==> src/rtl/bsd_pkg.sv <==
package bsd_pkg;
  localparam int ADDR_W = 32;

  typedef struct packed {
    logic              romLowExt;
    logic              romHighExt;
    logic              romWrEn;
    logic              winEn;
    logic [ADDR_W-1:0] winBase;
    logic [ADDR_W-1:0] winMask;
  } decCfg_t;
endpackage

==> src/rtl/bsd_ctrl.sv <==
module bsd_ctrl
  import bsd_pkg::*;
#(
  parameter int MIN_LOG2 = 12,
  parameter int MAX_LOG2 = 24,
  parameter int SIZE_W   = 5
) (
  input  logic              clk,
  input  logic              rstN,
  input  logic              strapWide,
  input  logic              cfgWrEn,
  input  logic [1:0]        cfgAddr,
  input  logic [ADDR_W-1:0] cfgWrData,
  output decCfg_t           cfg,
  output logic              romWide,
  output logic              winWide,
  output logic              romZeroWait,
  output logic              winZeroWait
);
  localparam logic [1:0] REG_CTL  = 2'd0;
  localparam logic [1:0] REG_BASE = 2'd1;
  localparam logic [1:0] REG_SIZE = 2'd2;
  localparam int         CTL_W    = 8;

  logic [CTL_W-1:0]  ctlReg;
  logic [ADDR_W-1:0] baseReg;
  logic [SIZE_W-1:0] sizeLog2;
  logic [SIZE_W-1:0] sizeNext;

  always_comb begin
    if (cfgWrData < ADDR_W'(MIN_LOG2))      sizeNext = SIZE_W'(MIN_LOG2);
    else if (cfgWrData > ADDR_W'(MAX_LOG2)) sizeNext = SIZE_W'(MAX_LOG2);
    else                                    sizeNext = cfgWrData[SIZE_W-1:0];
  end

  always_ff @(posedge clk) begin
    if (!rstN) begin
      ctlReg    <= '0;
      ctlReg[4] <= strapWide;
      baseReg   <= '0;
      sizeLog2  <= SIZE_W'(MIN_LOG2);
    end else if (cfgWrEn) begin
      case (cfgAddr)
        REG_CTL:  ctlReg   <= cfgWrData[CTL_W-1:0];
        REG_BASE: baseReg  <= cfgWrData;
        REG_SIZE: sizeLog2 <= sizeNext;
        default:  ;
      endcase
    end
  end

  for (genvar i = 0; i < ADDR_W; i++) begin : g_mask
    assign cfg.winMask[i] = (i >= int'(sizeLog2));
  end

  assign cfg.romLowExt  = ctlReg[0];
  assign cfg.romHighExt = ctlReg[1];
  assign cfg.romWrEn    = ctlReg[2];
  assign cfg.winEn      = ctlReg[3];
  assign cfg.winBase    = baseReg;
  assign romWide        = ctlReg[4];
  assign winWide        = ctlReg[5];
  assign romZeroWait    = ctlReg[6];
  assign winZeroWait    = ctlReg[7];
endmodule

==> src/rtl/bsd_dpath.sv <==
module bsd_dpath
  import bsd_pkg::*;
(
  input  decCfg_t           cfg,
  input  logic [ADDR_W-1:0] busAddr,
  input  logic              memRdN,
  input  logic              memWrN,
  input  logic              ioRdN,
  input  logic              ioWrN,
  output logic              romCsN,
  output logic              winCsN,
  output logic              winRdN,
  output logic              winWrN,
  output logic              rdN,
  output logic              wrN
);
  localparam logic [15:0] LOW_PAGE     = 16'h000F;
  localparam logic [15:0] LOW_EXT_PAGE = 16'h000E;
  localparam int          HI_BITS      = 14;
  localparam int          HI_EXT_BITS  = 8;

  logic memRd, memWr, romLowHit, romHighHit, romHit, winHit, winCs;

  assign memRd = !memRdN;
  assign memWr = !memWrN;

  assign romLowHit  = (busAddr[ADDR_W-1:16] == LOW_PAGE) ||
                      (cfg.romLowExt && busAddr[ADDR_W-1:16] == LOW_EXT_PAGE);
  assign romHighHit = (&busAddr[ADDR_W-1 -: HI_BITS]) ||
                      (cfg.romHighExt && (&busAddr[ADDR_W-1 -: HI_EXT_BITS]));
  assign romHit     = romLowHit || romHighHit;

  assign winHit = cfg.winEn && (((busAddr ^ cfg.winBase) & cfg.winMask) == '0);
  assign winCs  = winHit && !romHit && (memRd || memWr);

  assign romCsN = !(romHit && (memRd || (memWr && cfg.romWrEn)));
  assign winCsN = !winCs;
  assign winRdN = !(winCs && memRd);
  assign winWrN = !(winCs && memWr);
  assign rdN    = memRdN && ioRdN;
  assign wrN    = memWrN && ioWrN;
endmodule

==> src/rtl/bootsel_decoder.sv <==
module bootsel_decoder
  import bsd_pkg::*;
#(
  parameter int MIN_LOG2 = 12,
  parameter int MAX_LOG2 = 24
) (
  input  logic              clk,
  input  logic              rstN,
  input  logic              strapWide,
  input  logic              cfgWrEn,
  input  logic [1:0]        cfgAddr,
  input  logic [ADDR_W-1:0] cfgWrData,
  input  logic [ADDR_W-1:0] busAddr,
  input  logic              memRdN,
  input  logic              memWrN,
  input  logic              ioRdN,
  input  logic              ioWrN,
  output logic              romCsN,
  output logic              winCsN,
  output logic              winRdN,
  output logic              winWrN,
  output logic              rdN,
  output logic              wrN,
  output logic              romWide,
  output logic              romZeroWait,
  output logic              winWide,
  output logic              winZeroWait
);
  localparam int SIZE_W = $clog2(MAX_LOG2 + 1);

  decCfg_t decCfg;

  bsd_ctrl #(.MIN_LOG2(MIN_LOG2), .MAX_LOG2(MAX_LOG2), .SIZE_W(SIZE_W)) u_ctrl (
    .clk(clk), .rstN(rstN), .strapWide(strapWide), .cfgWrEn(cfgWrEn),
    .cfgAddr(cfgAddr), .cfgWrData(cfgWrData), .cfg(decCfg),
    .romWide(romWide), .winWide(winWide),
    .romZeroWait(romZeroWait), .winZeroWait(winZeroWait)
  );

  bsd_dpath u_dpath (
    .cfg(decCfg), .busAddr(busAddr), .memRdN(memRdN), .memWrN(memWrN),
    .ioRdN(ioRdN), .ioWrN(ioWrN), .romCsN(romCsN), .winCsN(winCsN),
    .winRdN(winRdN), .winWrN(winWrN), .rdN(rdN), .wrN(wrN)
  );
endmodule

==> config.mk <==
export PLATFORM = sky130hd
export DESIGN_NAME = bootsel_decoder
export DESIGN_NICKNAME = d
export VERILOG_FILES = /design/src/rtl/bsd_pkg.sv /design/src/rtl/bsd_ctrl.sv /design/src/rtl/bsd_dpath.sv /design/src/rtl/bootsel_decoder.sv
export SDC_FILE = /design/constraint.sdc
export NUM_CORES = 1
export LEC_CHECK = 0
export BUFFER_PORTS_ARGS = -buffer_cell sky130_fd_sc_hd__buf_4
export CORE_MARGIN = 10
export CORE_UTILIZATION = 40
export DETAILED_ROUTE_END_ITERATION = 16
export PLACE_DENSITY = 0.71
export SYNTH_ARGS = -nofsm -noshare
export SYNTH_HDL_FRONTEND = slang
export SYNTH_SLANG_ARGS = --single-unit
==> constraint.sdc <==
create_clock -name clk -period 3.2 [get_ports clk]
set_input_delay 0.32 -clock clk [delete_from_list [all_inputs] [get_ports clk]]
set_output_delay 0.32 -clock clk [all_outputs]
set_load 0.1 [all_outputs]
==> results.yml <==
synth:
  syn_area_um2: 2650
  syn_nets: 400
  syn_inst: 326
  async_reset_ff_frac: 0
  ys_seq_elements: 45
  ys_types: 52
  synth_ff_type: "dfxtp_1"
  synth_edf_count: 1
  ys_seq_area_frac: 0.3437
  ys_warn_count: 0
  synth_area_per_cell_um2: 8.129
drt:
  drtIter0Drc: 150
  drt_wl_total_um: 8145
  antenna_left: 0
  drtPass1Iterations: 4
  vias_per_cell: 5.358
  dr_total_vias: 2556
  drc: 0
  routedWlPerCell_um: 17.08
placement:
  dp_slack_ps: 1001
  hpwl_um: 6601
  io_buffers: 83
  place_congestion: 0.9089
clock_tree:
  cts_hold_buf: 0
  cts_tree: "yes"
  cts_setup_buffers: 0
  ctsHtreeMaxLevel: 2
  cts-root-buf: "clkbuf_8"
  insertion_delay_ps: 290
  ctsResizeCount: 0
  cts_buffers: 5
  clk_pin_slew_ps: 90
  cts.path.max_buffers: 2
  clock_sinks: 45
power_and_ir_drop:
  p_leak_nw: 1.339
  fin_total_pwr_w: 0.001207
  ir_drop_uv: 239.7
  powerDensity_nw_per_um2: 358.1
timing:
  min_period_ps: 2548
  setup_ws_ps: 652.0
  tns_ps: 0
  max_freq_mhz: 392.5
  slew_headroom: 0.5879
  whs_ps: 276.0
  min_period_over_period: 0.7963
  tightest_slew_ps: 617.3
  hold_viol: 0
  skew_ps: 0
  setup_violations: 0
  rsz0062_at_grt: "no"
  drv_slew: 0
worst_setup_path:
  cp.required_ps: 2880
  start_kind: "flop"
  worstPathArrival_ps: 2230
  worst-r2r-setup-slack_ps: 2160
  critical_path_class: "reg -> out"
  cp_max_fo: 19
  cp-end-kind: "output pin"
cells_and_area:
  final_cell_mix: "buf_4 (86), nand2_1 (73), dfxtp_1 (44)"
  synthToLayoutAreaGrowth_pct: 27.20
  finish.utilization: 0.5278
  layout_commonest_cell: "buf_4"
  layout-drive-gt1-share: 0.2675
  diodes: 0
  nNetsFinal: 473
global_route:
  grt_pass1_wl_um: 13000
  first_global_vias: 2606
  grt_start_max_net_pins: 48
  grt_overflow_total: 0
  grtUsageTotal: 0.1564
  antenna_found_initial: 0
floorplanning:
  die_area_um2: 10280
  ioPinCount: 84
  start_util: 0.4150
  coreArea_um2: 6386
  fp.dieW_um: 101.4
  core.rowCount: 29
  die_y_um: 101.4
min_path:
  hp-class: "in -> reg"
run:
  maxCapViolCount: 0
outcome:
  status: "finished, final reports clean"
-- final timing paths --
kind,from,to,cells after the start
worst max-delay path,u_ctrl.sizeLog2[2],winCsN,6
worst min-delay path,cfgWrData[30],u_ctrl.baseReg[30],3
worst max register to register,u_ctrl.sizeLog2[3],u_ctrl.sizeLog2[3],2
worst min register to register,u_ctrl.baseReg[11],u_ctrl.baseReg[11],2
-- layout make-up --
cell class	instances	area, um^2
inverters	5	18.77
multi-input cells	256	1613
clock buffers	5	68.82
flip-flops and latches	45	910.9
well taps	77	96.34
fillers	637	3015
clock inverters	3	17.52
repair buffers	86	645.6
-- worst max-delay path, stage by stage (launching register included) --
cell and delay [ps]:
dfxtp_1 720, and3_1 270, o21a_2 130, o22ai_2 70, nor4_4 350, nand4_1 120
buf_4 250
-- synth_stat cells (2+ instances only) --
| library cell | count | area [um^2] |
|---|---|---|
| nand2_1 | 73 | 274.0 |
| xor2_1 | 24 | 210.2 |
| a21oi_1 | 8 | 40.04 |
| mux2i_1 | 6 | 60.06 |
| nor4_1 | 9 | 56.30 |
| dfxtp_1 | 44 | 880.8 |
| buf_2 | 5 | 25.02 |
| nand3b_1 | 2 | 15.01 |
| a22oi_1 | 2 | 15.01 |
| and3_1 | 3 | 18.77 |
| buf_4 | 5 | 37.54 |
| and2_1 | 3 | 18.77 |
| and3b_1 | 3 | 26.28 |
| a22oi_2 | 2 | 25.02 |
| a21boi_0 | 30 | 225.2 |
| nand3_1 | 6 | 30.03 |
| o22ai_1 | 3 | 18.77 |
| a32oi_1 | 2 | 17.52 |
| nor3_2 | 2 | 20.02 |
| nor2_1 | 8 | 30.03 |
| xnor2_1 | 8 | 70.07 |
| o21ai_0 | 11 | 55.05 |
| inv_1 | 5 | 18.77 |
| nand4_1 | 10 | 62.56 |
| clkbuf_1 | 9 | 33.78 |
| a21boi_1 | 2 | 15.01 |
| o211ai_1 | 3 | 22.52 |
| nor3_1 | 7 | 35.03 |
| nor2b_1 | 8 | 50.05 |
-- cell families after synthesis --
kind of cell / synth area share
compound gates: 0.2129
xor+xnor: 0.1058
fa+ha+maj: 0.004249
buf+inv: 0.04769
flops: 0.3437
mux: 0.02266
simple gates: 0.2630
-- state kept, by name, indices dropped and copies added (netlist names) --
signal and flops:
u_ctrl.sizeLog2 5, u_ctrl.ctlReg 8, u_ctrl.baseReg 32
-- power breakdown --
| group | internal, W | total, W | leakage [nW] | switching, W |
|---|---|---|---|---|
| Clock | 0.000151 | 0.000351 | 0.0439 | 0.000200 |
| Combinational | 0.000119 | 0.000258 | 0.927 | 0.000139 |
| Sequential | 0.000581 | 0.000598 | 0.367 | 0.0000177 |
-- stage by stage --
| stage | std cells | cell area (um^2) |
|---|---|---|
| 6_report | 477 | 3371 |
| 5_1_grt | 477 | 3371 |
| 4_1_cts | 477 | 3371 |
| 3_5_place_dp | 469 | 3284 |
| 3_3_place_gp | 469 | 3284 |
| 2_1_floorplan | 326 | 2650 |
-- metal layers --
metal  track usage  part of all wire
met5             0                 0
met4       0.04609             0.018
met3       0.03199             0.050
met2        0.2539              0.48
met1        0.2036              0.45
Power figures use the tool's default switching activity.
